==> src/rtl/synth_cfg_pkg.sv <==
package synth_cfg_pkg;
  localparam int unsigned M_W    = 7;
  localparam int unsigned N_W    = 2;
  localparam int unsigned T_W    = 3;
  localparam int unsigned WORD_W = T_W + N_W + M_W;

  typedef struct packed {
    logic [T_W-1:0] t;
    logic [N_W-1:0] n;
    logic [M_W-1:0] m;
  } cfg_t;
endpackage

==> src/rtl/cfg_sync.sv <==
module cfg_sync #(
  parameter int unsigned W      = 1,
  parameter int unsigned STAGES = 2,
  parameter logic [W-1:0] RST_VAL = '0
) (
  input  logic         clk_i,
  input  logic         rst_ni,
  input  logic [W-1:0] d_i,
  output logic [W-1:0] q_o
);
  logic [W-1:0] stg [STAGES];

  for (genvar s = 0; s < STAGES; s++) begin : g_stage
    always_ff @(posedge clk_i or negedge rst_ni) begin
      if (!rst_ni) stg[s] <= RST_VAL;
      else if (s == 0) stg[s] <= d_i;
      else stg[s] <= stg[(s == 0) ? 0 : s-1];
    end
  end

  assign q_o = stg[STAGES-1];
endmodule

==> src/rtl/cfg_shift.sv <==
module cfg_shift #(
  parameter int unsigned W = 12
) (
  input  logic         clk_i,
  input  logic         rst_ni,
  input  logic         shift_en_i,
  input  logic         din_i,
  output logic [W-1:0] q_o
);
  always_ff @(posedge clk_i or negedge rst_ni) begin
    if (!rst_ni) q_o <= '0;
    else if (shift_en_i) q_o <= {q_o[W-2:0], din_i};
  end
endmodule

==> src/rtl/cfg_store.sv <==
module cfg_store
  import synth_cfg_pkg::*;
(
  input  logic           clk_i,
  input  logic           rst_ni,
  input  logic           sload_i,
  input  logic           pload_i,
  input  cfg_t           chain_i,
  input  logic [M_W-1:0] m_i,
  input  logic [N_W-1:0] n_i,
  output cfg_t           cfg_o
);
  cfg_t cfg_d;

  // parallel window (strobe low) wins the divider fields; T is serial only
  always_comb begin
    cfg_d = cfg_o;
    if (sload_i) cfg_d = chain_i;
    if (!pload_i) begin
      cfg_d.m = m_i;
      cfg_d.n = n_i;
    end
  end

  always_ff @(posedge clk_i or negedge rst_ni) begin
    if (!rst_ni) cfg_o <= '0;
    else cfg_o <= cfg_d;
  end
endmodule

==> src/rtl/synth_cfg_reg.sv <==
module synth_cfg_reg
  import synth_cfg_pkg::*;
#(
  parameter int unsigned SYNC_STAGES = 2
) (
  input  logic           clk_i,
  input  logic           rst_ni,
  input  logic           sclk_i,
  input  logic           sdata_i,
  input  logic           sload_i,
  input  logic           pload_i,
  input  logic [M_W-1:0] m_i,
  input  logic [N_W-1:0] n_i,
  output logic [M_W-1:0] m_o,
  output logic [N_W-1:0] n_o,
  output logic [T_W-1:0] t_o
);
  localparam int unsigned IN_W = 4 + M_W + N_W;
  // reset levels match open-pin defaults: serial pins low, parallel pins high
  localparam logic [IN_W-1:0] IN_RST = {3'b000, 1'b1, {M_W{1'b1}}, {N_W{1'b1}}};

  logic [IN_W-1:0] in_s;
  logic            sclk_s, sdata_s, sload_s, pload_s;
  logic [M_W-1:0]  m_s;
  logic [N_W-1:0]  n_s;
  logic            sclk_q, sclk_rise;
  logic [WORD_W-1:0] chain;
  cfg_t            cfg_q;

  cfg_sync #(.W(IN_W), .STAGES(SYNC_STAGES), .RST_VAL(IN_RST)) u_sync (
    .clk_i (clk_i),
    .rst_ni(rst_ni),
    .d_i   ({sclk_i, sdata_i, sload_i, pload_i, m_i, n_i}),
    .q_o   (in_s)
  );

  assign {sclk_s, sdata_s, sload_s, pload_s, m_s, n_s} = in_s;

  always_ff @(posedge clk_i or negedge rst_ni) begin
    if (!rst_ni) sclk_q <= 1'b0;
    else sclk_q <= sclk_s;
  end

  assign sclk_rise = sclk_s & ~sclk_q;

  cfg_shift #(.W(WORD_W)) u_shift (
    .clk_i     (clk_i),
    .rst_ni    (rst_ni),
    .shift_en_i(sclk_rise),
    .din_i     (sdata_s),
    .q_o       (chain)
  );

  cfg_store u_store (
    .clk_i  (clk_i),
    .rst_ni (rst_ni),
    .sload_i(sload_s),
    .pload_i(pload_s),
    .chain_i(cfg_t'(chain)),
    .m_i    (m_s),
    .n_i    (n_s),
    .cfg_o  (cfg_q)
  );

  assign m_o = cfg_q.m;
  assign n_o = cfg_q.n;
  assign t_o = cfg_q.t;
endmodule

==> config.mk <==
export PLATFORM = sky130hd
export DESIGN_NAME = synth_cfg_reg
export DESIGN_NICKNAME = d
export VERILOG_FILES = /design/src/rtl/synth_cfg_pkg.sv /design/src/rtl/cfg_sync.sv /design/src/rtl/cfg_shift.sv /design/src/rtl/cfg_store.sv /design/src/rtl/synth_cfg_reg.sv
export SDC_FILE = /design/constraint.sdc
export NUM_CORES = 1
export LEC_CHECK = 0
export ABC_AREA = 1
export BUFFER_PORTS_ARGS = -buffer_cell sky130_fd_sc_hd__buf_2
export CAP_MARGIN = 20
export CORE_UTILIZATION = 40
export CTS_BUF_LIST = sky130_fd_sc_hd__clkbuf_8 sky130_fd_sc_hd__clkbuf_16
export DETAILED_ROUTE_END_ITERATION = 10
export RECOVER_POWER = 25
export SLEW_MARGIN = 20
export SYNTH_ARGS = -nofsm -noshare
export SYNTH_HDL_FRONTEND = slang
export SYNTH_SLANG_ARGS = --single-unit
==> constraint.sdc <==
create_clock -name clk_i -period 2.5 [get_ports clk_i]
set_clock_uncertainty 0.15 [all_clocks]
set_input_delay 0.5 -clock clk_i [delete_from_list [all_inputs] [get_ports clk_i]]
set_output_delay 0.5 -clock clk_i [all_outputs]
set_load 0.005 [all_outputs]
After elaboration in Yosys (flattened, before gate mapping). Index checks and enable logic that the tools add are counted.

Output and inout bits: 12. Bits of input ports: 15. Logic and storage cells: 12. Register bits after elaboration: 51.

Equality and inequality tests: 1. Multiplexer cells: 2. Bitwise gates (word level): 2.

Operators with widths (count): two-way mux 9 bit (2); != test 2 x 1 -> 1 bit, second input constant (1); AND 1 bit (1); inverter 1 bit (1).

Depth between registers and ports, before layout.
Word-level depth: 2. Mapped depth: 5.

By module. A second synthesis with hierarchy kept.

Cell total of the unflattened synthesis: 156. Area, all modules: 1821.7 um2.

By module, submodules not included: cfg_sync (times used 1, area each 773.2 um2, cells each 39); cfg_store (times used 1, area each 555.5 um2, cells each 63); cfg_shift (times used 1, area each 457.9 um2, cells each 51); synth_cfg_reg (times used 1, area each 35.0 um2, cells each 3).

Worst setup path after synthesis. Ideal clock, no wire load.

Path type: register -> register. Start point: register u_sync.stg, in the netlist u_sync.q_o[9]. End point: register u_store.cfg_o[6] (netlist name). Arrival: 877 ps. Setup slack: 1404 ps. Clock period less this slack: 1096 ps. Path buffers: 2. Stages on the path, launching flop included: 5. Cells stage by stage: dfstp_2 > buf_6 > buf_12 > nand3_1 > nand3_1.

Longest elaborated chain between the ends: 1. Elaborated cells on any way between the ends: 2. Classes of those cells: eq/ne: 1; mux: 1.

RTL lines: start, declared (RTL line cfg_sync.sv:11) `logic [W-1:0] stg [STAGES];`; start signal, assigned by index (RTL line cfg_sync.sv:16) `else if (s == 0) stg[s] <= d_i;`; start signal, assigned by index (RTL line cfg_sync.sv:17) `else stg[s] <= stg[(s == 0) ? 0 : s-1];`; != test 2 x 1 -> 1 bit (no line) / two-way mux 9 bit (equally long branches); end signal, assigned (RTL line cfg_store.sv:27) `else cfg_o <= cfg_d;`; end, declared (RTL line cfg_store.sv:11) `output cfg_t cfg_o`.

Parallel ways exist; a longest one is shown, timed or not. A chain may end at the register's enable or synchronous reset.

Worst setup path after layout.
Start point: register u_store.cfg_o[2] (netlist name). End point: output m_o[2].

RTL lines: end, declared (RTL line synth_cfg_reg.sv:14) `output logic [M_W-1:0] m_o,`.

No word-level cell between the ends.

==> impl_metrics.json <==
{
  "setup_viol": 0,
  "finalHoldViolCount": 0,
  "slew_viol_final": 0,
  "postCtsSetupRepairBufs": 0,
  "n_antenna_cell": 0,
  "syn_nets": 158,
  "wl_met2_um": 1400,
  "ant_nets": 0,
  "drive_gt1_frac": 0.386,
  "synth_seq_cells": 51,
  "final.period_utilization": 0.595,
  "multi_input_area_um2": 399,
  "avgSynthCellArea_um2": 12.5,
  "ir_worst_vdd_mv": 0.395,
  "reg2reg_slack_ns": 1.12,
  "cts_resized": 0,
  "ys.warnings.count": 0,
  "synth_top_family_by_area": "simple AND/OR/NAND/NOR gates",
  "cts_buffers": 5,
  "cp-startpoint": "u_store.cfg_o[2]",
  "num_rows": 23,
  "worstHoldPathType": "primary input to register",
  "grt_use_total": 0.141,
  "tns_ns": 0,
  "core_area_um2": 4140,
  "antenna_found_initial": 0,
  "fin_crit_ns": 1.49,
  "vias": 1069,
  "cts_root_buf": "clkbuf_8",
  "gp_congestion": 0.762,
  "grt_max_degree": 52,
  "final_cells": 221,
  "syn_area_um2": 1790,
  "cts.hold.buffers_added": 0,
  "cp_max_fo": 2,
  "met1Wirelength_um": 1210,
  "critPathRequiredTime_ns": 1.85,
  "post-route-cell-area_um2": 2000,
  "place_hpwl_um": 1850,
  "setup.worst_path.start_class": "register",
  "vias_per_cell": 4.84,
  "cp_data_arrival_time_ns": 0.84,
  "io_pins": 27,
  "r2r_cells": 3,
  "wl_um": 2810,
  "power_density_nw_per_um2": 792,
  "placed_area_um2": 1910,
  "cellLeakagePower_nw": 0.989,
  "cts_tree": "built",
  "mostFrequentLayoutCells": "nand2_1 (42), nand3_1 (31), dfrtp_1 (31)",
  "fmax_ghz": 0.672,
  "firstDrtPassIters": 4,
  "dp_cells": 213,
  "syn_inst": 143,
  "status": "complete, no violations",
  "worst_pin_slew_ns": 1.17,
  "reg2reg_from": "u_sync.q_o[9]",
  "worstSetupEndpointType": "primary output",
  "ys_types": 11,
  "clock_sinks": 51,
  "first_global_vias": 981,
  "seq_area_frac_synth": 0.729,
  "maxUsedRoutingLayer": "met4",
  "relSlewSlack": 0.219,
  "wl_per_cell_um": 12.7,
  "grt_overflow": 0,
  "synthMuxAreaShare": 0,
  "path_cells": "buf_2",
  "clk_pin_slew_ns": 0.09,
  "drcViolationCount": 0,
  "yosys.area_share.xor_xnor": 0,
  "synth_compound_area_frac": 0,
  "ff_latch_area_um2": 1300,
  "critical-path-top-delay-family": "flip-flops",
  "port_buffers": 26,
  "critPathSlowestCell": "dfrtp_1",
  "layout_commonest_cell": "nand2_1",
  "grt_first_pass_wirelength_um": 4620,
  "crit_cells": 1,
  "drt_iter0_markers": 84,
  "wl_met3_um": 152,
  "dieArea_um2": 4730,
  "die_w_um": 68.8,
  "clk_latency_ns": 0.30,
  "start_util": 0.431,
  "rsz0062_at_grt": "false",
  "worst-path-buf-inv": 1,
  "crit_end": "m_o[2]",
  "yosys.area_share.simple": 0.224,
  "critPathMaxStageDelay_ns": 0.41,
  "worst-setup-path-type": "register to primary output",
  "timing.rr.end": "u_store.cfg_o[8]",
  "nets": 185,
  "area_growth_pct": 12.1,
  "htree_levels": 2,
  "maxCapViolations": 0,
  "die-height_um": 68.8,
  "synthAdderAreaFrac": 0,
  "clk_path_buf_depth": 2,
  "nFillCells": 388
}
-- layer usage --
layer | vias up | track usage
li1 | 513 | -
met1 | 523 | 0.176
met2 | 29 | 0.213
met3 | 4 | 0.0526
met4 | 0 | 0.0765
met5 | - | 0
-- report_power, final --
| group | internal, mW | switching (mW) |
|---|---|---|
| combinational | 0.0594 | 0.0725 |
| clock | 0.219 | 0.243 |
| sequential | 0.923 | 0.0658 |
-- kinds of logic after synthesis --
logic type | count (synthesis)
flops | 51
buf+inv | 10
simple gates | 82
-- state kept, by name, summed over array words and instances, names as in the netlist --
name / count
u_sync.q_o: 13
sclk_q: 1
u_sync.stg: 13
u_store.cfg_o: 12
u_shift.q_o: 12
-- layout make-up --
cell class,count,share of cell area
Inverter,3,0.00563
Sequential cell,51,0.650
Multi-Input combinational cell,82,0.199
Timing Repair Buffer,27,0.0675
Tap cell,50,0.0313
Clock buffer,6,0.0413
Clock inverter,2,0.00438
-- synth_stat cells --
library cell,instances,area [µm²]
nand2_2,1,6.26
buf_6,3,33.8
buf_12,1,20.0
dfstp_2,20,526
nand3_2,8,80.1
dfrtp_1,31,776
buf_2,1,5.00
nand2_1,42,158
nand3_1,31,155
buf_4,2,15.0
inv_2,3,11.3
-- worst min path at each step --
stage | from | to | depth (start not counted)
after floorplan | rst_ni | sclk_q | 0
after global placement | u_sync.stg[25] | u_sync.q_o[12] | 0
after detailed placement | u_sync.stg[24] | u_sync.q_o[11] | 0
after CTS | m_i[4] | u_sync.stg[19] | 1
after global routing | n_i[0] | u_sync.stg[13] | 1
final | m_i[4] | u_sync.stg[19] | 1
-- metrics by stage --
| stage | hold slack [ns] | total power, mW | setup WS [ns] | utilization |
|---|---|---|---|---|
| after CTS | 0.128 | 1.61 | 0.994 | 0.483 |
| after detailed placement | 0.185 | 1.14 | 1.12 | 0.461 |
| final | 0.136 | 1.58 | 1.01 | 0.483 |
| after global routing | 0.124 | 1.67 | 0.885 | 0.483 |
| after floorplan | 0.0544 | 1.07 | 1.40 | - |
| after global placement | 0.183 | 1.13 | 1.15 | 0.461 |
No activity file was read; power rests on OpenSTA's default activity.
